`config.mk`:
```
export PLATFORM = sky130hd
export DESIGN_NAME = byte_word_bridge
export DESIGN_NICKNAME = d
export VERILOG_FILES = /design/src/rtl/bwb_pkg.sv /design/src/rtl/bwb_wait_timer.sv /design/src/rtl/bwb_hold_regs.sv /design/src/rtl/bwb_ctrl.sv /design/src/rtl/byte_word_bridge.sv
export SDC_FILE = /design/constraint.sdc
export NUM_CORES = 1
export LEC_CHECK = 0
export ABC_CLOCK_PERIOD_IN_PS = 2100
export CORE_ASPECT_RATIO = 0.6
export CORE_MARGIN = 2
export CORE_UTILIZATION = 40
export DETAILED_ROUTE_END_ITERATION = 16
export HOLD_SLACK_MARGIN = 0.1
export PLACE_DENSITY_LB_ADDON = 0.08
export SLEW_MARGIN = 20
export SYNTH_ARGS = -nofsm -noshare
export SYNTH_HDL_FRONTEND = slang
export SYNTH_SLANG_ARGS = --single-unit
```
`constraint.sdc`:
```
create_clock -name clk -period 2.1 [get_ports clk]
set_input_delay 0.42 -clock clk [delete_from_list [all_inputs] [get_ports clk]]
set_output_delay 0.42 -clock clk [all_outputs]
set_load 0.02 [all_outputs]
```
`src/rtl/bwb_pkg.sv`:
```
package bwb_pkg;

    localparam int BYTE_W = 8;
    localparam int LANES  = 4;
    localparam int WORD_W = BYTE_W * LANES;
    localparam int LANE_W = $clog2(LANES);
    localparam int WAIT_W = 3;

    // Host clock rate codes, fastest first
    typedef enum logic [1:0] {
        RATE_FULL    = 2'd0,
        RATE_QUARTER = 2'd1,
        RATE_EIGHTH  = 2'd2,
        RATE_SLOW    = 2'd3
    } rate_e;

    typedef enum logic [1:0] {
        ST_IDLE,
        ST_WAIT,
        ST_ISSUE,
        ST_FILL
    } state_e;

    // One host byte request as seen at the strobe
    typedef struct packed {
        logic              wr;
        logic [LANE_W-1:0] lane;
        logic [BYTE_W-1:0] data;
    } host_req_t;

    function automatic logic [WAIT_W-1:0] waits_for_rate(input rate_e r);
        case (r)
            RATE_FULL:    return WAIT_W'(5);
            RATE_QUARTER: return WAIT_W'(2);
            RATE_EIGHTH:  return WAIT_W'(1);
            default:      return WAIT_W'(0);
        endcase
    endfunction

    // Lane 0 reads fetch, top-lane writes commit; all else stays local
    function automatic logic lane_needs_mem(input logic is_wr, input logic [LANE_W-1:0] lane);
        if (is_wr)
            return lane == LANE_W'(LANES - 1);
        return lane == '0;
    endfunction

endpackage

```
`src/rtl/bwb_wait_timer.sv`:
```
module bwb_wait_timer #(
    parameter int CNT_W = bwb_pkg::WAIT_W
) (
    input  logic             clk,
    input  logic             rst,
    input  logic             load,
    input  logic [CNT_W-1:0] load_val,
    input  logic             run,
    output logic             last
);

    logic [CNT_W-1:0] cnt_q;

    always_ff @(posedge clk) begin
        if (rst) begin
            cnt_q <= '0;
        end else if (load) begin
            cnt_q <= load_val;
        end else if (run && cnt_q != '0) begin
            cnt_q <= cnt_q - 1'b1;
        end
    end

    assign last = (cnt_q == CNT_W'(1));

endmodule

```
`src/rtl/bwb_hold_regs.sv`:
```
module bwb_hold_regs
    import bwb_pkg::*;
(
    input  logic              clk,
    input  logic              rst,
    // write side
    input  logic              wr_byte_en,
    input  logic [LANE_W-1:0] wr_lane,
    input  logic [BYTE_W-1:0] wr_byte,
    input  logic [BYTE_W-1:0] top_byte,
    output logic [WORD_W-1:0] commit_word,
    // read side
    input  logic              rd_lane_en,
    input  logic [LANE_W-1:0] rd_lane,
    input  logic              fill_en,
    input  logic [WORD_W-1:0] fill_word,
    output logic [BYTE_W-1:0] rdata
);

    // Lower lanes of the outgoing word are held; the top lane is the committing byte
    genvar g;
    generate
        for (g = 0; g < LANES - 1; g++) begin : g_wlane
            logic [BYTE_W-1:0] lane_q;
            always_ff @(posedge clk) begin
                if (rst) begin
                    lane_q <= '0;
                end else if (wr_byte_en && wr_lane == LANE_W'(g)) begin
                    lane_q <= wr_byte;
                end
            end
            assign commit_word[g*BYTE_W +: BYTE_W] = lane_q;
        end
    endgenerate

    assign commit_word[WORD_W-1 -: BYTE_W] = top_byte;

    logic [WORD_W-1:0] rhold_q;
    logic [BYTE_W-1:0] rdata_q;
    logic [BYTE_W-1:0] rlanes [LANES];

    generate
        for (g = 0; g < LANES; g++) begin : g_rlane
            assign rlanes[g] = rhold_q[g*BYTE_W +: BYTE_W];
        end
    endgenerate

    always_ff @(posedge clk) begin
        if (rst) begin
            rhold_q <= '0;
            rdata_q <= '0;
        end else if (fill_en) begin
            rhold_q <= fill_word;
            rdata_q <= fill_word[BYTE_W-1:0];
        end else if (rd_lane_en) begin
            rdata_q <= rlanes[rd_lane];
        end
    end

    assign rdata = rdata_q;

endmodule

```
`src/rtl/bwb_ctrl.sv`:
```
module bwb_ctrl
    import bwb_pkg::*;
(
    input  logic              clk,
    input  logic              rst,
    input  logic              accept,
    input  logic              accept_mem,
    input  logic              accept_wr,
    input  logic [WAIT_W-1:0] wait_n,
    input  logic              timer_last,
    input  logic              grant,
    output logic              ready,
    output logic              timer_load,
    output logic              timer_run,
    output logic              mem_en,
    output logic              mem_we,
    output logic              fill_en
);

    state_e st_q, st_d;
    logic   mem_q;
    logic   wr_q;

    always_ff @(posedge clk) begin
        if (rst) begin
            st_q  <= ST_IDLE;
            mem_q <= 1'b0;
            wr_q  <= 1'b0;
        end else begin
            st_q <= st_d;
            if (accept) begin
                mem_q <= accept_mem;
                wr_q  <= accept_wr;
            end
        end
    end

    always_comb begin
        st_d    = st_q;
        mem_en  = 1'b0;
        fill_en = 1'b0;
        case (st_q)
            ST_IDLE: begin
                if (accept) begin
                    if (wait_n != '0)
                        st_d = ST_WAIT;
                    else if (accept_mem)
                        st_d = ST_ISSUE;
                end
            end
            ST_WAIT: begin
                if (timer_last)
                    st_d = mem_q ? ST_ISSUE : ST_IDLE;
            end
            ST_ISSUE: begin
                if (grant) begin
                    mem_en = 1'b1;
                    st_d   = wr_q ? ST_IDLE : ST_FILL;
                end
            end
            ST_FILL: begin
                fill_en = 1'b1;
                st_d    = ST_IDLE;
            end
            default: st_d = ST_IDLE;
        endcase
    end

    assign ready      = (st_q == ST_IDLE);
    assign timer_load = accept;
    assign timer_run  = (st_q == ST_WAIT);
    assign mem_we     = mem_en & wr_q;

endmodule

```
`src/rtl/byte_word_bridge.sv`:
```
module byte_word_bridge
    import bwb_pkg::*;
#(
    parameter  int WORDS   = 128,
    localparam int ADDR_W  = $clog2(WORDS),
    localparam int HOST_AW = ADDR_W + LANE_W
) (
    input  logic               clk,
    input  logic               rst,
    input  logic [HOST_AW-1:0] host_addr,
    input  logic [BYTE_W-1:0]  host_wdata,
    input  logic               host_rd,
    input  logic               host_wr,
    output logic [BYTE_W-1:0]  host_rdata,
    output logic               host_ready,
    input  logic [1:0]         rate_sel,
    input  logic               mem_grant,
    output logic               mem_en,
    output logic               mem_we,
    output logic [ADDR_W-1:0]  mem_addr,
    output logic [WORD_W-1:0]  mem_wdata,
    input  logic [WORD_W-1:0]  mem_rdata
);

    host_req_t         in_req;
    host_req_t         req_q;
    logic [ADDR_W-1:0] in_word;
    logic [ADDR_W-1:0] word_q;
    logic              ready;
    logic              accept;
    logic              acc_mem;
    logic [WAIT_W-1:0] wait_n;
    logic              timer_load;
    logic              timer_run;
    logic              timer_last;
    logic              fill_en;

    assign in_req.wr   = host_wr;
    assign in_req.lane = host_addr[LANE_W-1:0];
    assign in_req.data = host_wdata;
    assign in_word     = host_addr[HOST_AW-1:LANE_W];

    assign accept  = ready & (host_rd | host_wr);
    assign acc_mem = lane_needs_mem(in_req.wr, in_req.lane);
    assign wait_n  = waits_for_rate(rate_e'(rate_sel));

    always_ff @(posedge clk) begin
        if (rst) begin
            req_q  <= '0;
            word_q <= '0;
        end else if (accept) begin
            req_q  <= in_req;
            word_q <= in_word;
        end
    end

    bwb_wait_timer #(
        .CNT_W(WAIT_W)
    ) timer_i (
        .clk     (clk),
        .rst     (rst),
        .load    (timer_load),
        .load_val(wait_n),
        .run     (timer_run),
        .last    (timer_last)
    );

    bwb_ctrl ctrl_i (
        .clk       (clk),
        .rst       (rst),
        .accept    (accept),
        .accept_mem(acc_mem),
        .accept_wr (in_req.wr),
        .wait_n    (wait_n),
        .timer_last(timer_last),
        .grant     (mem_grant),
        .ready     (ready),
        .timer_load(timer_load),
        .timer_run (timer_run),
        .mem_en    (mem_en),
        .mem_we    (mem_we),
        .fill_en   (fill_en)
    );

    bwb_hold_regs hold_i (
        .clk        (clk),
        .rst        (rst),
        .wr_byte_en (accept & in_req.wr & (in_req.lane != LANE_W'(LANES - 1))),
        .wr_lane    (in_req.lane),
        .wr_byte    (in_req.data),
        .top_byte   (req_q.data),
        .commit_word(mem_wdata),
        .rd_lane_en (accept & ~in_req.wr & (in_req.lane != '0)),
        .rd_lane    (in_req.lane),
        .fill_en    (fill_en),
        .fill_word  (mem_rdata),
        .rdata      (host_rdata)
    );

    assign host_ready = ready;
    assign mem_addr   = word_q;

endmodule

```
; Yosys cells after proc, flatten, opt, wreduce, memory -nomap -nowiden
; Cells that the tools add are included.
[totals]
latch_bits = 0
register_bits = 86
n_memories = 0
in_bits = 56
ram_bits = 0
word_cells = 71
mem_bits_ro = 0
[classes]
n_reduce_logical = 13
div_mod_pow = 0
shift = 0
muxes = 22
magnitude_cmp = 1
n_bitwise = 9
addsub = 1
n_mul = 0
eq_ne = 14
[op_table]
columns = operator, count
row1 = $mux 8, 4
row2 = $bmux 8 s2, 1
row3 = $mux 2, 7
row4 = $eq 2x2->1 const B, 5
row5 = $pmux 3 s3, 1
row6 = $pmux 2 s4, 1
row7 = $and 1x1->1, 6
row8 = $eq 2x1->1 const B, 3
row9 = $logic_not 2->1, 3
row10 = $mux 1, 6
row11 = $mux 3, 2
row12 = $reduce_bool 2->1, 3
row13 = $reduce_bool 3->1, 2
row14 = $logic_and 1x1->1, 4
row15 = $ne 2x1->1 const B, 2
row16 = $ne 2x2->1 const B, 2
row17 = $reduce_and 4->1, 1
row18 = $eq 3x1->1 const B, 1
row19 = $ge 3x3->1 const B, 1
row20 = $ne 3x1->1 const B, 1
row21 = $not 2->3, 1
row22 = $sub 3x1->3 const B, 1
row23 = $not 1->1, 1
row24 = $or 1x1->1, 1

; Logic depth before layout (Yosys ltp)
[logic_depth]
word_depth = 7
mapped_depth = 7
depth_no_buf = 6

; Cells and area by module
; A second synthesis with hierarchy kept.
[hier_totals]
cells_unflattened = 402
hier_area_um2 = 3915.0
[modules_own_cells]
columns = module, area_per_inst_um2, seq_area_each_um2, n_inst, cells_each
row1 = bwb_hold_regs, 2676.3, 1281.2, 1, 272
row2 = byte_word_bridge, 737.0, 300.3, 1, 77
row3 = bwb_ctrl, 259.0, 80.1, 1, 28
row4 = bwb_wait_timer, 242.7, 60.1, 1, 25

; Worst setup path before layout
; No wires, ideal clock.
[synth_path]
path_kind = in2reg
startpoint = in host_wr
endpoint = reg timer_i.cnt_q[1]
required_ns = 2.030
t_arrival_ns = 1.415
slack_ns = 0.614
cell_stages = 6
cell_sequence = buf_6 > or2_0 > and2_1 > buf_6 > a311o_1 > a21oi_1
[synth_via]
elab_chain_cells = 3
[synth_rtl]
columns = item, line_no
row1 = start: declaration, byte_word_bridge.sv:13  ; input logic host_wr,
row2 = $or 1x1->1 *, byte_word_bridge.sv:43  ; assign accept = ready & (host_rd | host_wr);
row3 = $and 1x1->1 *, byte_word_bridge.sv:43
row4 = $mux 3 or $reduce_bool 2->1 (tied branches), -
row5 = end signal: assignment, bwb_wait_timer.sv:18  ; cnt_q <= load_val;
row6 = end signal: assignment, bwb_wait_timer.sv:20  ; cnt_q <= cnt_q - 1'b1;
row7 = end: declaration, bwb_wait_timer.sv:12  ; logic [CNT_W-1:0] cnt_q;
; Every way passes the cells marked *; elsewhere a longest branch is shown, timed or not.
; A chain may end at the register's enable or synchronous reset.

; Worst setup path after layout
[layout_path]
startpoint = reg ctrl_i.st_q[1]
endpoint = out host_ready
[layout_via]
elab_chain_cells = 1
[layout_rtl]
columns = item, line_no
row1 = start: declaration, bwb_ctrl.sv:20  ; state_e st_q, st_d;
row2 = start signal: assignment, bwb_ctrl.sv:30  ; st_q <= st_d;
row3 = $logic_not 2->1, bwb_ctrl.sv:69  ; assign ready = (st_q == ST_IDLE);
row4 = end: declaration, byte_word_bridge.sv:15  ; output logic host_ready,
; Every way passes these cells.

==> reports/metrics.cfg <==
[synthesis]
yosysMostFrequentCell = nand2_1
synthMuxAreaShare_pct = 14.58
synth_edf_count = 0
yosysTopAreaCellShare_pct = 49.18
synthSimpleGateAreaFrac_pct = 18.87
synth_common_cells = nand2_1, dfxtp_1, a21oi_1
ys_seq_area_share_pct = 49.18
ys_warn_count = 0
syn_area_mm2 = 0.003501
synthAdderAreaFrac_pct = 1.072
synth-xor-area-share_pct = 0
async_reset_ff_share_pct = 0
synth_top_family_by_area = simple AND/OR/NAND/NOR gates
synthesis.nets = 452
ys_seq_elements = 86
synth_area_leaders = dfxtp_1, nand2_1, mux2i_1
avgSynthCellArea_um2 = 8.908
ys.flop_type = dfxtp_1
synth_cell_type_count = 34
synth_area_leader_cell = dfxtp_1
synth_compound_area_share_pct = 11.65
syn-instance-count = 393

[min_path]
hold_depth = 2
hp-class = flip-flop to flip-flop
min_from = req_q[0]
holdPathEnd = req_q[0]

[die]
die_y_um = 76.47
coreArea_mm2 = 0.008491
dieArea_mm2 = 0.009541
pin_count = 106
die_w_um = 124.8
fp-row-count = 26
initial_core_util_pct = 41.23

[worst_setup_path]
reg2reg_from = ctrl_i.st_q[1]
cp-end-kind = output pin
path_max_fanout = 7
r2r_end = mem_addr[4]
crit_required_ns = 1.68
worstPathArrival_ns = 1.58
path_class = flip-flop to output pin
r2r_slack_ns = 0.45
startpoint_type = flip-flop
r2r_cells = 7

[timing]
hold_viol = 0
min_period_ns = 1.996
final.setup.tns_ns = 0
maxClockFrequency_mhz = 501.0
hold_ws_ns = 0.4546
finalMaxSlewViolations = 0
maxSlewHeadroom_pct = 67.95
worst_pin_slew_ns = 0.4798
setup_violations = 0
final.period_utilization_pct = 95.05
clock_skew_ns = 0.005641
rsz0062_at_grt = false

[detailed_routing]
totalWireLength_um = 8600
drt_iter0_drc = 189
dr_total_vias = 3001
drtAntennaViolNets = 0
wire_per_inst_um = 14.03
drt_pass1_iterations = 4
drc = 0
via_per_inst = 4.896

[cts]
clkSinkCount = 86
cts_tree = done
cts-buffers-inserted = 9
clk_pin_slew_worst_paths_ns = 0.06
insertion_delay_ns = 0.33
clockRootBuffer = clkbuf_16
cts_buffer_depth = 2
cts_htree_levels = 3

[global_routing]
grtUsageTotal_pct = 18.77
grt_max_degree = 61
first_global_vias = 2835
grt_pass1_wl_um = 14350
antenna_found_initial = 0
grt_overflow = 0

[outcome]
outcome = finished, final reports clean

[finish]
finalNetCount = 555
fin_area_mm2 = 0.005007
final_util_pct = 58.97
drive_above_1_share_pct = 8.383
diodes = 0
synthToLayoutAreaGrowth_pct = 43.03

[place]
port_buffers = 105
dpl_cell_area_mm2 = 0.004726
place_congestion = 0.7804
hpwl_um = 6145

[job]
drv_cap = 0

[pwr]
p_leak_nw = 2.017
power.density_mw_per_mm2 = 1016
ir_drop_mv = 0.4656
p_total_mw = 5.088

-- routing by layer --
metal / wire length [um] / track usage (%) / vias up
li1: - / - / 1530
met1: 4507 / 27.10 / 1388
met2: 3578 / 27.16 / 77
met3: 472 / 5.337 / 6
met4: 42 / 5.618 / 0
met5: 0 / 0 / -
-- logic make-up after synthesis --
group,count (synthesis)
and+or+nand+nor,158
DFF,86
AOI/OAI and AO/OA,72
muxes,41
buffers and inverters,33
adders and majority gates,3
-- sequential cells by signal, summed over array words and instances, names as in the netlist, 2 cells and up --
| register | count |
|---|---|
| mem_addr | 7 |
| hold_i.rdata | 8 |
| timer_i.cnt_q | 3 |
| ctrl_i.st_q | 2 |
| hold_i.rhold_q | 32 |
| hold_i.g_wlane.lane_q | 24 |
| req_q | 8 |
-- layout by cell type, fill, tap and decap left out, drive strengths merged, types with 2 or more instances in the layout --
cell           instances
o21a                   2
nor2                  37
a22oi                  3
ha                     3
mux2i                 33
nand2                 99
o21ai                  2
and3                   2
or2                    2
clkinv                 2
mux4                   8
nand3                  4
nor2b                  2
clkdlybuf4s50        102
a211oi                 9
and2                   3
nand2b                 2
clkbuf                12
dfxtp                 86
nand4b                 3
inv                    3
buf                   18
a21oi                 52
dlygate4sd2            2
-- metrics by stage --
step	std cells	worst slack, ns
global route	613	0.04194
global placement	597	0.02585
detailed placement	597	0.008765
finish	613	0.1041
CTS	613	0.07557
floorplan	393	0.6145
-- final cells by class --
cell class,count,area (um^2)
clock buffer,12,236.5
inverter,3,11.26
sequential,86,1722
timing repair buffer,122,1234
multi-input combinational,274,1617
tap,112,140.1
clock inverter,4,47.55
fill,749,3483
-- what timing repair did --
action | in CTS | in global routing
setup buffers | 0 | 0
setup endpoints to repair | 2 | 0
hold buffers | 0 | 0
resized for setup | 2 | 0
endpoints found under the hold margin | 0 | 0
-- worst max path at each step --
stage | from | end | slack [ns]
2_1_floorplan | host_wr | timer_i.cnt_q[1] | 0.61
3_3_place_gp | mem_grant | mem_we | 0.03
3_5_place_dp | host_addr[0] | hold_i.rdata[0] | 0.009
4_1_cts | ctrl_i.st_q[1] | host_ready | 0.08
5_1_grt | ctrl_i.st_q[1] | host_ready | 0.04
6_report | ctrl_i.st_q[1] | host_ready | 0.10
-- power by group --
| group | internal [mW] | switching (mW) | total (mW) |
|---|---|---|---|
| combinational | 0.732 | 0.855 | 1.59 |
| clock | 0.918 | 0.596 | 1.51 |
| sequential | 1.86 | 0.132 | 1.99 |
| total | 3.50 | 1.58 | 5.09 |
-- worst max-delay path, cell delays in order, from the launching register on --
cell and delay, ns:
dfxtp_1 0.31, buf_4 0.15, nor2_2 0.14, clkdlybuf4s50_1 0.65
Power figures use the tool's default switching activity.
